==> src/rtl/tdma_gate_pkg.sv <==
package tdma_gate_pkg;

    typedef enum logic {
        ST_PICK = 1'b0,
        ST_SEND = 1'b1
    } gate_state_e;

    typedef enum logic [1:0] {
        GR_NONE = 2'd0,
        GR_GT   = 2'd1,
        GR_BE   = 2'd2
    } grant_e;

endpackage

==> src/rtl/tdma_slot_counter.sv <==
module tdma_slot_counter #(
    parameter  int SLOTS  = 5,
    localparam int SLOT_W = (SLOTS > 1) ? $clog2(SLOTS) : 1
) (
    input  logic              clk,
    input  logic              rst_n,
    input  logic              adv,
    output logic [SLOT_W-1:0] slot
);

    localparam logic [SLOT_W-1:0] LAST = SLOT_W'(SLOTS - 1);

    always_ff @(posedge clk) begin
        if (!rst_n) begin
            slot <= '0;
        end else if (adv) begin
            slot <= (slot == LAST) ? '0 : slot + 1'b1;
        end
    end

    assert_range_R2: assert property (@(posedge clk) disable iff (!rst_n)
        slot <= LAST);

    assert_wrap_R2: assert property (@(posedge clk) disable iff (!rst_n)
        (adv && slot == LAST) |=> slot == '0);

    assert_step_R2: assert property (@(posedge clk) disable iff (!rst_n)
        (adv && slot != LAST) |=> slot == SLOT_W'($past(slot) + 1'b1));

    assert_hold_R2: assert property (@(posedge clk) disable iff (!rst_n)
        !adv |=> $stable(slot));

endmodule

==> src/rtl/tdma_slot_table.sv <==
module tdma_slot_table #(
    parameter  int SLOTS  = 5,
    parameter  int ID_W   = 2,
    localparam int SLOT_W = (SLOTS > 1) ? $clog2(SLOTS) : 1
) (
    input  logic              clk,
    input  logic              rst_n,
    input  logic              we,
    input  logic [SLOT_W-1:0] waddr,
    input  logic              wown,
    input  logic [ID_W-1:0]   wid,
    input  logic [SLOT_W-1:0] raddr,
    output logic              rown,
    output logic [ID_W-1:0]   rid
);

    localparam logic [SLOT_W-1:0] LAST = SLOT_W'(SLOTS - 1);

    logic [SLOTS-1:0]           own_q;
    logic [SLOTS-1:0][ID_W-1:0] id_q;

    always_ff @(posedge clk) begin
        if (!rst_n) begin
            own_q <= '0;
            id_q  <= '0;
        end else if (we) begin
            for (int i = 0; i < SLOTS; i++) begin
                if (waddr == SLOT_W'(i)) begin
                    own_q[i] <= wown;
                    id_q[i]  <= wid;
                end
            end
        end
    end

    assign rown = own_q[raddr];
    assign rid  = id_q[raddr];

    assert_write_lands_R10: assert property (@(posedge clk) disable iff (!rst_n)
        (we && waddr <= LAST) |=>
            (own_q[$past(waddr)] == $past(wown)) && (id_q[$past(waddr)] == $past(wid)));

    assert_write_ignored_R10: assert property (@(posedge clk) disable iff (!rst_n)
        (we && waddr > LAST) |=> $stable(own_q) && $stable(id_q));

endmodule

==> src/rtl/tdma_inject_pick.sv <==
module tdma_inject_pick
    import tdma_gate_pkg::*;
#(
    parameter int NUM_CONN = 4,
    parameter int ID_W     = 2
) (
    input  logic                own,
    input  logic [ID_W-1:0]     id,
    input  logic [NUM_CONN-1:0] gt_valid,
    input  logic                be_valid,
    output grant_e              kind,
    output logic [NUM_CONN-1:0] gt_sel
);

    logic [NUM_CONN-1:0] owner_hit;

    for (genvar c = 0; c < NUM_CONN; c++) begin : g_conn
        assign owner_hit[c] = own && (id == ID_W'(c)) && gt_valid[c];
    end

    always_comb begin
        if (|owner_hit) begin
            kind = GR_GT;
        end else if (be_valid) begin
            kind = GR_BE;
        end else begin
            kind = GR_NONE;
        end
    end

    assign gt_sel = owner_hit;

endmodule

==> src/rtl/tdma_inject_gate.sv <==
module tdma_inject_gate
    import tdma_gate_pkg::*;
#(
    parameter  int NUM_CONN = 4,
    parameter  int SLOTS    = 5,
    parameter  int FLIT_W   = 16,
    localparam int ID_W     = (NUM_CONN > 1) ? $clog2(NUM_CONN) : 1,
    localparam int SLOT_W   = (SLOTS > 1) ? $clog2(SLOTS) : 1
) (
    input  logic                       clk,
    input  logic                       rst_n,
    input  logic [NUM_CONN-1:0]        gt_valid,
    input  logic [NUM_CONN*FLIT_W-1:0] gt_data,
    output logic [NUM_CONN-1:0]        gt_ready,
    input  logic                       be_valid,
    input  logic [FLIT_W-1:0]          be_data,
    output logic                       be_ready,
    output logic                       out_valid,
    output logic [FLIT_W-1:0]          out_data,
    output logic                       out_is_gt,
    output logic [ID_W-1:0]            out_conn,
    output logic [SLOT_W-1:0]          out_slot,
    input  logic                       out_ready,
    input  logic                       tbl_we,
    input  logic [SLOT_W-1:0]          tbl_slot,
    input  logic                       tbl_own,
    input  logic [ID_W-1:0]            tbl_id
);

    gate_state_e         state_q, state_d;
    logic                slot_adv;
    logic [SLOT_W-1:0]   slot;
    logic                cur_own;
    logic [ID_W-1:0]     cur_id;
    grant_e              kind;
    logic [NUM_CONN-1:0] sel;
    logic [FLIT_W-1:0]   pick_data;

    tdma_slot_counter #(.SLOTS(SLOTS)) u_counter (
        .clk   (clk),
        .rst_n (rst_n),
        .adv   (slot_adv),
        .slot  (slot)
    );

    tdma_slot_table #(.SLOTS(SLOTS), .ID_W(ID_W)) u_table (
        .clk   (clk),
        .rst_n (rst_n),
        .we    (tbl_we),
        .waddr (tbl_slot),
        .wown  (tbl_own),
        .wid   (tbl_id),
        .raddr (slot),
        .rown  (cur_own),
        .rid   (cur_id)
    );

    tdma_inject_pick #(.NUM_CONN(NUM_CONN), .ID_W(ID_W)) u_pick (
        .own      (cur_own),
        .id       (cur_id),
        .gt_valid (gt_valid),
        .be_valid (be_valid),
        .kind     (kind),
        .gt_sel   (sel)
    );

    // next state and slot close
    always_comb begin
        state_d  = state_q;
        slot_adv = 1'b0;
        unique case (state_q)
            ST_PICK: begin
                if (kind == GR_NONE) begin
                    slot_adv = 1'b1;
                end else begin
                    state_d = ST_SEND;
                end
            end
            ST_SEND: begin
                if (out_ready) begin
                    slot_adv = 1'b1;
                    state_d  = ST_PICK;
                end
            end
        endcase
    end

    // state register
    always_ff @(posedge clk) begin
        if (!rst_n) begin
            state_q <= ST_PICK;
        end else begin
            state_q <= state_d;
        end
    end

    assign gt_ready = (state_q == ST_PICK) ? sel : '0;
    assign be_ready = (state_q == ST_PICK) && (kind == GR_BE);

    always_comb begin
        pick_data = be_data;
        for (int c = 0; c < NUM_CONN; c++) begin
            if (sel[c]) begin
                pick_data = gt_data[c*FLIT_W +: FLIT_W];
            end
        end
    end

    // output register
    always_ff @(posedge clk) begin
        if (!rst_n) begin
            out_valid <= 1'b0;
            out_data  <= '0;
            out_is_gt <= 1'b0;
            out_conn  <= '0;
            out_slot  <= '0;
        end else begin
            unique case (state_q)
                ST_PICK: begin
                    if (kind != GR_NONE) begin
                        out_valid <= 1'b1;
                        out_data  <= pick_data;
                        out_is_gt <= (kind == GR_GT);
                        out_conn  <= (kind == GR_GT) ? cur_id : '0;
                        out_slot  <= slot;
                    end
                end
                ST_SEND: begin
                    if (out_ready) begin
                        out_valid <= 1'b0;
                    end
                end
            endcase
        end
    end

    assert_hold_R8: assert property (@(posedge clk) disable iff (!rst_n)
        (out_valid && !out_ready) |=>
            out_valid && $stable(out_data) && $stable(out_is_gt) &&
            $stable(out_conn) && $stable(out_slot));

    assert_slot_frozen_R8: assert property (@(posedge clk) disable iff (!rst_n)
        (out_valid && !out_ready) |=> $stable(slot));

    assert_single_take_R3: assert property (@(posedge clk) disable iff (!rst_n)
        $onehot0({gt_ready, be_ready}));

    assert_no_take_busy_R3: assert property (@(posedge clk) disable iff (!rst_n)
        out_valid |-> (gt_ready == '0) && !be_ready);

    assert_owner_only_R4: assert property (@(posedge clk) disable iff (!rst_n)
        (|gt_ready) |-> cur_own && (gt_ready == (NUM_CONN'(1) << cur_id)));

    assert_owner_first_R5: assert property (@(posedge clk) disable iff (!rst_n)
        (!out_valid && cur_own && ((gt_valid & (NUM_CONN'(1) << cur_id)) != '0))
            |-> !be_ready);

    assert_flit_slot_R2: assert property (@(posedge clk) disable iff (!rst_n)
        $rose(out_valid) |-> out_slot == $past(slot));

endmodule

==> config.mk <==
export PLATFORM = sky130hd
export DESIGN_NAME = tdma_inject_gate
export DESIGN_NICKNAME = d
export VERILOG_FILES = /design/src/rtl/tdma_gate_pkg.sv /design/src/rtl/tdma_slot_counter.sv /design/src/rtl/tdma_slot_table.sv /design/src/rtl/tdma_inject_pick.sv /design/src/rtl/tdma_inject_gate.sv
export SDC_FILE = /design/constraint.sdc
export NUM_CORES = 1
export LEC_CHECK = 0
export BUFFER_PORTS_ARGS = -buffer_cell sky130_fd_sc_hd__buf_2
export CAP_MARGIN = 10
export CELL_PAD_IN_SITES_DETAIL_PLACEMENT = 0
export CELL_PAD_IN_SITES_GLOBAL_PLACEMENT = 1
export CORE_UTILIZATION = 34
export CTS_CLUSTER_SIZE = 12
export DETAILED_ROUTE_END_ITERATION = 7
export GPL_TIMING_DRIVEN = 0
export PLACE_DENSITY_LB_ADDON = 0.25
export SKIP_CTS_REPAIR_TIMING = 1
export SYNTH_ARGS = -nofsm -noshare
export SYNTH_HDL_FRONTEND = slang
export SYNTH_HIERARCHICAL = 1
export SYNTH_SLANG_ARGS = --single-unit
==> constraint.sdc <==
create_clock -name clk -period 3.1 [get_ports clk]
set_input_delay 0.31 -clock clk [delete_from_list [all_inputs] [get_ports clk]]
set_output_delay 0.31 -clock clk [all_outputs]
set_load 0.1 [all_outputs]
==> run summary <==
commonest non-fill, non-tap cell in the layout - buf_2
Seq cells post-synth - 42
DR iter-0 viols - 67
CTS Buf Count - 5
Max Root-Sink Buffers - 2
Post-synth EDFFs - 0
die area - 7944 um2
Syn Nets - 371
WL/cell - 14.89 um
pins over their slew limit - 0
grt total ovfl - 0
cell count after synthesis - 274
GRT met3 Usage - 0.04801
fin crit share - 0.9735
crit-path max FO - 10
Crit path max-delay family - buffers and inverters
post-detail-place hpwl - 5.911 mm
clock skew - 0.004217 ns
Max stage delay on crit path - 0.39 ns
LEAKAGE - 1.636 nW
post-synthesis adder-cell area fraction - 0.009695
io pins - 123
vias in the first global route - 2457
global-route wire length before repair - 11.56 mm
Worst Path Buf+Inv - 4
met2 Resource Use GR - 0.3296
XOR/XNOR Fraction of Synth Area - 0
maximum vdd drop - 0.1860 mV
Cell Area, Synth - 2581 um2
Synth Area in Compound Gates - 0.2685
WS Path Type - register to output pin
die height - 89.13 um
Clock Sinks - 42
total global-route track usage - 0.1914
crit-path cells - buf_6 -> mux2i_1 -> nor3b_1 -> a211o_2 -> nor3b_2 -> clkbuf_4 -> buf_2 -> nor2b_2 -> buf_6
initial antenna violation count - 0
CTS tree - done
outcome - finished, final reports clean
Distinct cells, synth - 41
Achievable Freq - 0.3314 GHz
yosys warns - 6
ANT cells - 0
Finish-stage setup viols - 0
MaxCap Viol Count - 0
DRC - 0
routing usage on met1 - 0.2399
Worst-Margin Slew - 0.5086 ns
most common flop cell mapped by yosys - dfxtp_1
Worst path most repeated cell - buf_6
root buffer cell - clkbuf_8
HP Class - input pin to register
PwrDens - 383.7 nW/um2
starting density of the core - 0.3540
Worst-path clk slew - 0.08 ns
combinational family with the most area after synthesis - compound AO/OA/AOI/OAI gates
area share of and/or/nand/nor cells after synthesis - 0.1949
Slowest-stage cell, CP - a211o_2
fin cells - 503
CP required - 2.79 ns
Synth Area per Inst - 9.421 um2
layout cells sized above 1 - 0.4728
Core Region - 7292 um2
mux share of post-synthesis cell area - 0.1498
Final Hold Fails - 0
Vias/cell - 5.107
Async SR Flop Fraction - 0
WHS - 0.2987 ns
final critical-path required period - 3.018 ns
commonest non-fill, non-tap cells in the layout - 122 x buf_2, 40 x dfxtp_1, 24 x nand3_1, 19 x o21ai_0, 17 x nand2_1
grt peak-use layer - met2
DIE WIDTH - 89.13 um
area growth from synthesis to layout - 36.21%
Placer Congestion - 0.7303
nets@finish - 500
H-tree Lvls - 2
Detail Route Antenna Nets - 0
largest net degree at the start of global routing - 13
startpoint types - register
Pre-Repair DR Iteration Count - 4
Std-Cell Rows - 31
setup repair after global routing missed its margin - true
post-synthesis sequential area ratio - 0.3257
CP Capture Type - output pin
vias post-DR - 2569
Rel. slew slack - 0.6633
final WL - 7.491 mm
PortBufs - 122
Inst Count DP - 495
worst path arrival time - 2.71 ns
Clk Latency, worst-skew pair - 0.29 ns
-- metrics by stage --
stage          power (mW)   TNS, ns    util  instance area, um2  worst slack (ns)
3_5_place_dp       0.9868    -1.257  0.4564                3328           -0.1370
2_1_floorplan      0.8653  -0.08656       -                2594          -0.08656
3_3_place_gp       0.9819   -0.4855  0.4564                3328           -0.1137
4_1_cts             1.351    -2.578  0.4689                3420           -0.4538
6_report            1.349         0  0.4822                3516           0.08226
5_1_grt             1.418  -0.09676  0.4822                3516          -0.04789
-- worst register-to-register path, delay by kind of cell, from the launching register on --
family          cells  cell delay [ns]
compound gates      4             1.06
mux                 2             0.70
simple gates        3             0.52
flops               1             0.38
buf+inv             1             0.16
-- Yosys cell counts (5+ instances only) --
cell type / number / share of area
o31ai_1: 16 / 0.047
mux2_2: 7 / 0.031
buf_2: 7 / 0.014
mux2_4: 9 / 0.052
clkbuf_1: 9 / 0.013
a221oi_2: 8 / 0.047
a21o_1: 16 / 0.047
nand2_1: 17 / 0.025
nor2b_1: 15 / 0.036
nand3_1: 24 / 0.047
nor3b_1: 7 / 0.020
dfxtp_1: 42 / 0.33
inv_1: 5 / 0.0073
o21ai_0: 19 / 0.037
mux2i_1: 15 / 0.058
a221oi_1: 7 / 0.024
nor2_1: 5 / 0.0073
-- power breakdown --
part / internal, mW / total [mW] / leakage [nW] / switching (mW)
Combinational: 0.137 / 0.400 / 1.24 / 0.264
Sequential: 0.567 / 0.586 / 0.343 / 0.0193
Clock: 0.180 / 0.363 / 0.0482 / 0.183
Total: 0.883 / 1.35 / 1.64 / 0.466
-- logic make-up (layout without fill, tap and decap cells) --
logic type,Yosys count,count (layout)
fa+ha+maj,2,2
simple gates,85,85
buf+inv,25,155
compound gates,88,88
flops,42,42
mux,32,32
-- cell type report --
cell class / count / area (um2)
fill: 792 / 3776
multi-input combinational: 207 / 1660
sequential: 42 / 843.3
timing repair buffer: 122 / 651.9
buffer: 20 / 126.4
tap: 99 / 123.9
clock buffer: 7 / 86.33
inverter: 5 / 18.77
clock inverter: 1 / 5.005
-- per-layer routing --
metal  share of wire  up-vias  wire [um]
met5               0        -          0
met4          0.0087        0         65
met3           0.059        5        439
met2            0.48       82       3626
met1            0.45     1196       3359
li1                -     1286          -
-- state kept, by name, indices dropped and copies added, names as in the netlist --
| name | cells |
|---|---|
| out_conn | 2 |
| out_slot | 3 |
| u_table/id_q | 10 |
| state_q | 1 |
| u_table/own_q | 5 |
| u_counter/slot | 3 |
| out_is_gt | 1 |
| out_valid | 1 |
| out_data | 16 |
-- path summary, 6_finish.rpt --
check | from | to | slack [ns] | cells after the start
setup / recovery | u_counter/slot[0]$_SDFFE_PN0P_ | gt_ready[2] | 0.08 | 9
hold / removal | tbl_id[1] | u_table/id_q[7]$_SDFFE_PN0P_ | 0.30 | 3
setup reg to reg | u_counter/slot[0]$_SDFFE_PN0P_ | u_counter/slot[2]$_SDFFE_PN0P_ | 0.18 | 10
hold reg to reg | u_table/id_q[4]$_SDFFE_PN0P_ | u_table/id_q[4]$_SDFFE_PN0P_ | 0.46 | 2
Power figures use the tool's default switching activity.
